## config.mk

```make
export PLATFORM = sky130hd
export DESIGN_NAME = ptmr_top
export DESIGN_NICKNAME = d
export VERILOG_FILES = /design/src/rtl/ptmr_pkg.sv /design/src/rtl/ptmr_presc.sv /design/src/rtl/ptmr_count.sv /design/src/rtl/ptmr_regs.sv /design/src/rtl/ptmr_top.sv
export SDC_FILE = /design/constraint.sdc
export NUM_CORES = 1
export LEC_CHECK = 0
export CORE_MARGIN = 5
export CORE_UTILIZATION = 40
export CTS_CLUSTER_DIAMETER = 30
export DETAILED_ROUTE_END_ITERATION = 10
export DONT_BUFFER_PORTS = 1
export PLACE_DENSITY_LB_ADDON = 0.05
export SLEW_MARGIN = 40
export SYNTH_ARGS = -nofsm -noshare
export SYNTH_HDL_FRONTEND = slang
export SYNTH_SLANG_ARGS = --single-unit
```

## constraint.sdc

```tcl
create_clock -name clk -period 3.35 [get_ports clk]
set_clock_uncertainty 0.2 [all_clocks]
set_input_delay 1.005 -clock clk [delete_from_list [all_inputs] [get_ports clk]]
set_output_delay 1.005 -clock clk [all_outputs]
set_load 0.1 [all_outputs]
```

## src/rtl/ptmr_pkg.sv

```systemverilog
package ptmr_pkg;
  localparam int CNT_W    = 16;
  localparam int DATA_W   = 8;
  localparam int ADDR_W   = 3;
  localparam int RSEL_W   = 3;
  localparam int DIV_LOG  = 6;

  localparam logic [ADDR_W-1:0] OFS_CTRL  = 3'd0;
  localparam logic [ADDR_W-1:0] OFS_CNTH  = 3'd1;
  localparam logic [ADDR_W-1:0] OFS_CNTL  = 3'd2;
  localparam logic [ADDR_W-1:0] OFS_LIMH  = 3'd3;
  localparam logic [ADDR_W-1:0] OFS_LIML  = 3'd4;

  localparam int B_FLAG  = 7;
  localparam int B_IE    = 6;
  localparam int B_HALT  = 5;
  localparam int B_CLR   = 4;

  typedef struct packed {
    logic              flag;
    logic              ie;
    logic              halt;
    logic [RSEL_W-1:0] rsel;
  } ctrl_t;
endpackage

```

## src/rtl/ptmr_presc.sv

```systemverilog
module ptmr_presc #(
  parameter int RSEL_W  = 3,
  parameter int DIV_LOG = 6
) (
  input  logic              clk,
  input  logic              rst_n,
  input  logic              run,
  input  logic              clr,
  input  logic [RSEL_W-1:0] rsel,
  output logic              tick
);
  localparam int PW = DIV_LOG;

  logic [PW-1:0] pre_q, pre_d;
  logic [PW-1:0] mask;
  logic [RSEL_W-1:0] eff;

  always_comb begin
    eff = (int'(rsel) > DIV_LOG) ? RSEL_W'(DIV_LOG) : rsel;
  end

  for (genvar gi = 0; gi < PW; gi++) begin : g_mask
    assign mask[gi] = (gi < int'(eff));
  end

  assign tick = run && ((pre_q & mask) == mask);

  always_comb begin
    pre_d = pre_q;
    if (clr)      pre_d = '0;
    else if (run) pre_d = pre_q + 1'b1;
  end

  always_ff @(posedge clk or negedge rst_n) begin
    if (!rst_n) pre_q <= '0;
    else        pre_q <= pre_d;
  end


  pre_hold_chk: assert property (@(posedge clk) disable iff (!rst_n)
    (!run && !clr) |=> $stable(pre_q));


  pre_clr_chk: assert property (@(posedge clk) disable iff (!rst_n)
    clr |=> (pre_q == '0));
endmodule

```

## src/rtl/ptmr_count.sv

```systemverilog
module ptmr_count #(
  parameter int CNT_W = 16
) (
  input  logic             clk,
  input  logic             rst_n,
  input  logic             tick,
  input  logic             clr,
  input  logic             halt,
  input  logic [CNT_W-1:0] limit,
  output logic [CNT_W-1:0] cnt,
  output logic             wrap
);
  logic [CNT_W-1:0] cnt_q, cnt_d;
  logic             at_lim;

  assign at_lim = (cnt_q == limit);
  assign wrap   = tick && at_lim && !clr;
  assign cnt    = cnt_q;

  always_comb begin
    cnt_d = cnt_q;
    if (clr)         cnt_d = '0;
    else if (tick) begin
      if (at_lim)    cnt_d = '0;
      else           cnt_d = cnt_q + 1'b1;
    end
  end

  always_ff @(posedge clk or negedge rst_n) begin
    if (!rst_n) cnt_q <= '0;
    else        cnt_q <= cnt_d;
  end


  cnt_wrap_chk: assert property (@(posedge clk) disable iff (!rst_n)
    wrap |=> (cnt_q == '0));


  cnt_hold_chk: assert property (@(posedge clk) disable iff (!rst_n)
    (halt && !clr) |=> $stable(cnt_q));
endmodule

```

## src/rtl/ptmr_regs.sv

```systemverilog
module ptmr_regs
  import ptmr_pkg::*;
(
  input  logic              clk,
  input  logic              rst_n,
  input  logic              bus_sel,
  input  logic              bus_wr,
  input  logic [ADDR_W-1:0] bus_addr,
  input  logic [DATA_W-1:0] bus_wdata,
  output logic [DATA_W-1:0] bus_rdata,
  input  logic [CNT_W-1:0]  cnt,
  input  logic              wrap,
  output ctrl_t             ctrl,
  output logic [CNT_W-1:0]  limit,
  output logic              cnt_clr
);
  ctrl_t            ctrl_q, ctrl_d;
  logic [CNT_W-1:0] lim_q, lim_d;
  logic             we, we_ctrl, we_limh, we_liml;

  assign we      = bus_sel && bus_wr;
  assign we_ctrl = we && (bus_addr == OFS_CTRL);
  assign we_limh = we && (bus_addr == OFS_LIMH);
  assign we_liml = we && (bus_addr == OFS_LIML);
  assign cnt_clr = we_ctrl && bus_wdata[B_CLR];

  always_comb begin
    ctrl_d = ctrl_q;
    if (we_ctrl) begin
      ctrl_d.ie   = bus_wdata[B_IE];
      ctrl_d.halt = bus_wdata[B_HALT];
      ctrl_d.rsel = bus_wdata[RSEL_W-1:0];
      if (!bus_wdata[B_FLAG]) ctrl_d.flag = 1'b0;
    end
    if (wrap) ctrl_d.flag = 1'b1;
  end

  always_comb begin
    lim_d = lim_q;
    if (we_limh) lim_d[CNT_W-1:DATA_W] = bus_wdata;
    if (we_liml) lim_d[DATA_W-1:0]     = bus_wdata;
  end

  always_ff @(posedge clk or negedge rst_n) begin
    if (!rst_n) begin
      ctrl_q <= '{flag: 1'b0, ie: 1'b0, halt: 1'b1, rsel: '0};
      lim_q  <= '1;
    end else begin
      ctrl_q <= ctrl_d;
      lim_q  <= lim_d;
    end
  end

  assign ctrl  = ctrl_q;
  assign limit = lim_q;

  always_comb begin
    bus_rdata = '0;
    unique case (bus_addr)
      OFS_CTRL: bus_rdata = {ctrl_q.flag, ctrl_q.ie, ctrl_q.halt, 2'b00, ctrl_q.rsel};
      OFS_CNTH: bus_rdata = cnt[CNT_W-1:DATA_W];
      OFS_CNTL: bus_rdata = cnt[DATA_W-1:0];
      OFS_LIMH: bus_rdata = lim_q[CNT_W-1:DATA_W];
      OFS_LIML: bus_rdata = lim_q[DATA_W-1:0];
      default:  bus_rdata = '0;
    endcase
  end


  flag_set_chk: assert property (@(posedge clk) disable iff (!rst_n)
    wrap |=> ctrl_q.flag);


  flag_src_chk: assert property (@(posedge clk) disable iff (!rst_n)
    $rose(ctrl_q.flag) |-> $past(wrap));
endmodule

```

## src/rtl/ptmr_top.sv

```systemverilog
module ptmr_top
  import ptmr_pkg::*;
(
  input  logic              clk,
  input  logic              rst_n,
  input  logic              bus_sel,
  input  logic              bus_wr,
  input  logic [ADDR_W-1:0] bus_addr,
  input  logic [DATA_W-1:0] bus_wdata,
  output logic [DATA_W-1:0] bus_rdata,
  output logic              irq
);
  logic [1:0]       rs_q;
  logic             rst_i_n;
  ctrl_t            ctrl;
  logic [CNT_W-1:0] limit, cnt;
  logic             cnt_clr, tick, wrap;

  always_ff @(posedge clk or negedge rst_n) begin
    if (!rst_n) rs_q <= '0;
    else        rs_q <= {rs_q[0], 1'b1};
  end
  assign rst_i_n = rs_q[1];

  ptmr_regs u_regs (
    .clk(clk), .rst_n(rst_i_n), .bus_sel(bus_sel), .bus_wr(bus_wr),
    .bus_addr(bus_addr), .bus_wdata(bus_wdata), .bus_rdata(bus_rdata),
    .cnt(cnt), .wrap(wrap), .ctrl(ctrl), .limit(limit), .cnt_clr(cnt_clr)
  );

  ptmr_presc #(.RSEL_W(RSEL_W), .DIV_LOG(DIV_LOG)) u_presc (
    .clk(clk), .rst_n(rst_i_n), .run(!ctrl.halt), .clr(cnt_clr),
    .rsel(ctrl.rsel), .tick(tick)
  );

  ptmr_count #(.CNT_W(CNT_W)) u_count (
    .clk(clk), .rst_n(rst_i_n), .tick(tick), .clr(cnt_clr),
    .halt(ctrl.halt), .limit(limit), .cnt(cnt), .wrap(wrap)
  );

  assign irq = ctrl.flag && ctrl.ie;


  irq_gate_chk: assert property (@(posedge clk) disable iff (!rst_i_n)
    (irq |-> (bus_addr != OFS_CTRL) || (bus_rdata[7] && bus_rdata[6])));
endmodule

```

==> run summary <==
The run finished with clean final reports. Synthesis inferred 46 register bits. In the post-synthesis netlist, the biggest area contributors are sky130_fd_sc_hd__dfrtp_1 27%, sky130_fd_sc_hd__dfstp_2 17%, sky130_fd_sc_hd__mux2_2 9.7%. After detailed routing, the number of remaining DRC violations is 0. Yosys mapped a number of flops with a built-in enable equal to 0. The net count of the finished layout was 273.

The number of distinct library cells after synthesis was 50. The number of hold buffers added after CTS was 0. The min-delay analysis places its worst path in the category reg2async.

The final period demand of the worst path was 3.22 ns. Setup repair after global routing left no endpoint under its margin. Leaving out fill and tap cells, the most frequent cell in the layout is sky130_fd_sc_hd__dfrtp_1. In this run the static leakage power is 1.18 nW.

Final global-route overflow total: 0. TritonCTS built the clock tree. Of all nets on the critical path, the largest fanout is 12. The Yosys warning count is 0. STA classifies the critical path startpoint as an input pin. The number of H-tree levels is 2.

In this run the tool buffered the top-level ports with 0 buffer cells. The total via count after detailed routing was 1908. In this run the deepest clock path goes through 2 buffers. The synthesized net count is 271. The die area was 8440 um2.

Counting every sink on the clock net gives 46. Tracing the worst setup path back leads to its startpoint at bus_addr[0]. After detailed placement, the design holds a cell count of 326. The proportion of synthesized flip-flops having asynchronous set or reset is 100%, and the worst-margin pin slew is 0.762 ns. From synthesis to final layout, the design area changed by 14.6%. The post-CTS setup buffer count is 0.

The post-cts gate resize count is 0, and the total detailed-routing wirelength is 6350 um. The number of top-level pins came out at 24. Static timing analysis puts the maximum clock frequency at 310 MHz. The initial utilization of the core area, before any placement, comes to 41.8%.

The first-pass GRT wire length was 10500 um; the post-synthesis average cell area was 10.6 um2. The die is 91.9 um tall. The count of cells in the finished layout, fillers not included, comes to 334. For the number of pins exceeding their max-slew limit in the final report, the log shows 0. On the final layout, the worst hold slack is 0.129 ns. After clock tree synthesis, the clock-pin slew on the worst setup and hold paths is 0.09 ns. The clock reaches the later pin of the worst-skew pair after 0.30 ns.

Synthesized instance count: 254. Relative slew slack: 48.7%. In this run the critical register-to-register path is launched from u_count.cnt[2]$_DFFE_PN0P_. The synthesized design spends more area on one cell type than any other, namely sky130_fd_sc_hd__dfrtp_1.

By startpoint and endpoint, the worst setup path is classified as in2out. In the routed layout, each cell is associated on average with a via count of 5.71. Once detailed placement completed, the half-perimeter wirelength came to 4800 um. The number of antenna diodes in the final layout is 0. Among all flip-flop cells after synthesis, the most frequent one is sky130_fd_sc_hd__dfrtp_1. Row generation in the floorplan step produced 29 rows.

The tree is rooted in a sky130_fd_sc_hd__clkbuf_8. Leaving out fill and tap cells, the most frequent cells in the layout are 28 x sky130_fd_sc_hd__dfrtp_1, 23 x sky130_fd_sc_hd__mux2_2, 17 x sky130_fd_sc_hd__xnor2_1, 17 x sky130_fd_sc_hd__dfstp_2. The post-route total power was 1.97 mW; the combined area of all synthesized cells was 2680 um2. The first TritonRoute pass finished after 4 iterations.

The required time of the worst setup path was 2.14 ns; the number of endpoints with negative hold slack in the final report was 0. The number of clock buffers added by TritonCTS is 5. Horizontal extent of the die: 91.9 um. The top cell type by area accounts for 27.1% of the synthesized area. In this run the power density over the cells is 641 nW/um2. The setup TNS after final layout is 0 ns.

Number of antenna violations at the first check in global routing: 0. The largest net degree at the start of global routing was 45; the final number of setup-violating endpoints was 0. The logs give 15.8% for the total global-route track usage and 43.7% for the part of the Yosys area used for sequential elements. The area of the core region was 6420 um2; the critical path arrival was 2.02 ns.

The largest vdd supply drop was 0.379 mV. The detail route stage leaves a number of antenna-violating nets equal to 0. The period utilization was 96.2%; the final weighted congestion in routability-driven placement was 0.791.

The worst setup path is captured at an output port. The number of maximum-capacitance violations is 0, and the share of post-route cells with drive strength above 1 is 30.7%. The detailed router finished its first iteration with 94 violations. The number of global-route vias before repair is 1917, and the average wire per standard cell is 19.0 um.
==> Yosys cell counts (9+ instances only) <==
library cell / n
sky130_fd_sc_hd__dfrtp_1: 29
sky130_fd_sc_hd__mux2_2: 23
sky130_fd_sc_hd__dfstp_2: 17
sky130_fd_sc_hd__xnor2_1: 17
sky130_fd_sc_hd__a21oi_1: 15
sky130_fd_sc_hd__nor2_1: 15
sky130_fd_sc_hd__clkbuf_1: 11
sky130_fd_sc_hd__mux2i_1: 11
sky130_fd_sc_hd__nand2_1: 9
sky130_fd_sc_hd__nand4_1: 9
==> path summary, 6_finish.rpt <==
path / cells after the start / slack [ns] / to
max reg2reg: 5 / 0.96 / u_count.cnt[15]$_DFFE_PN0P_
min in group clk: 0 / 0.16 / rs_q[1]$_DFF_PN0_
max: 3 / 0.13 / bus_rdata[1]
min reg2reg: 0 / 0.13 / u_count.cnt[2]$_DFFE_PN0P_
max in group asynchronous: 0 / 2.41 / u_regs.limit[11]$_DFFE_PN1P_
min: 0 / 0.13 / u_count.cnt[2]$_DFFE_PN0P_
==> final cells by class <==
cell class              count  area [um2]
repair buffers             12         178
well taps                  77        96.3
clock inverters             2        13.8
fillers                   582        3350
multi-input cells         186        1520
inverters                   5        18.8
clock buffers               6        72.6
flip-flops and latches     46        1180
==> registers in the layout, summed over array words and instances (netlist names) <==
| register | flops |
|---|---|
| u_regs.limit | 16 |
| u_count.cnt | 16 |
| u_regs.ctrl | 6 |
| u_presc.pre_q | 6 |
| rs_q | 2 |
==> per-stage QoR <==
| stage | utilization, % | cell area, um2 | setup slack (ns) |
|---|---|---|---|
| 2_1_floorplan | - | 2800 | 0.00611 |
| 3_3_place_gp | 46.5 | 2990 | 0.133 |
| 3_5_place_dp | 46.5 | 2990 | 0.123 |
| 4_1_cts | 47.9 | 3070 | 0.123 |
| 5_1_grt | 47.9 | 3070 | 0.0960 |
| 6_report | 47.9 | 3070 | 0.126 |
==> power breakdown <==
group          switching [mW]  internal (mW)  total (mW)
Combinational           0.382          0.321       0.703
Sequential              0.199          0.727       0.926
Clock                   0.194          0.148       0.342
Total                   0.775           1.20        1.97
==> critical path: stages <==
cell                      delay (ns)
sky130_fd_sc_hd__mux4_2         0.46
sky130_fd_sc_hd__nor2b_1        0.14
sky130_fd_sc_hd__a31o_2         0.41
==> cell families after synthesis <==
kind of cell | after synthesis | synth area share, %
and+or+nand+nor | 74 | 15.7
AOI/OAI and AO/OA | 53 | 14.4
DFF | 46 | 43.7
muxes | 35 | 14.6
buffers and inverters | 22 | 3.64
xor gates and xnor gates | 21 | 6.86
adders and majority gates | 2 | 0.933
other | 1 | 0.140
==> per-layer routing <==
metal	up-vias	track usage [%]	part of all wire (%)
met1	927	21.4	47
met3	9	3.52	4.1
met2	28	25.3	47
li1	944	-	-
met4	0	5.20	1.6
met5	-	0	0
No activity file was read; power rests on OpenSTA's default activity.
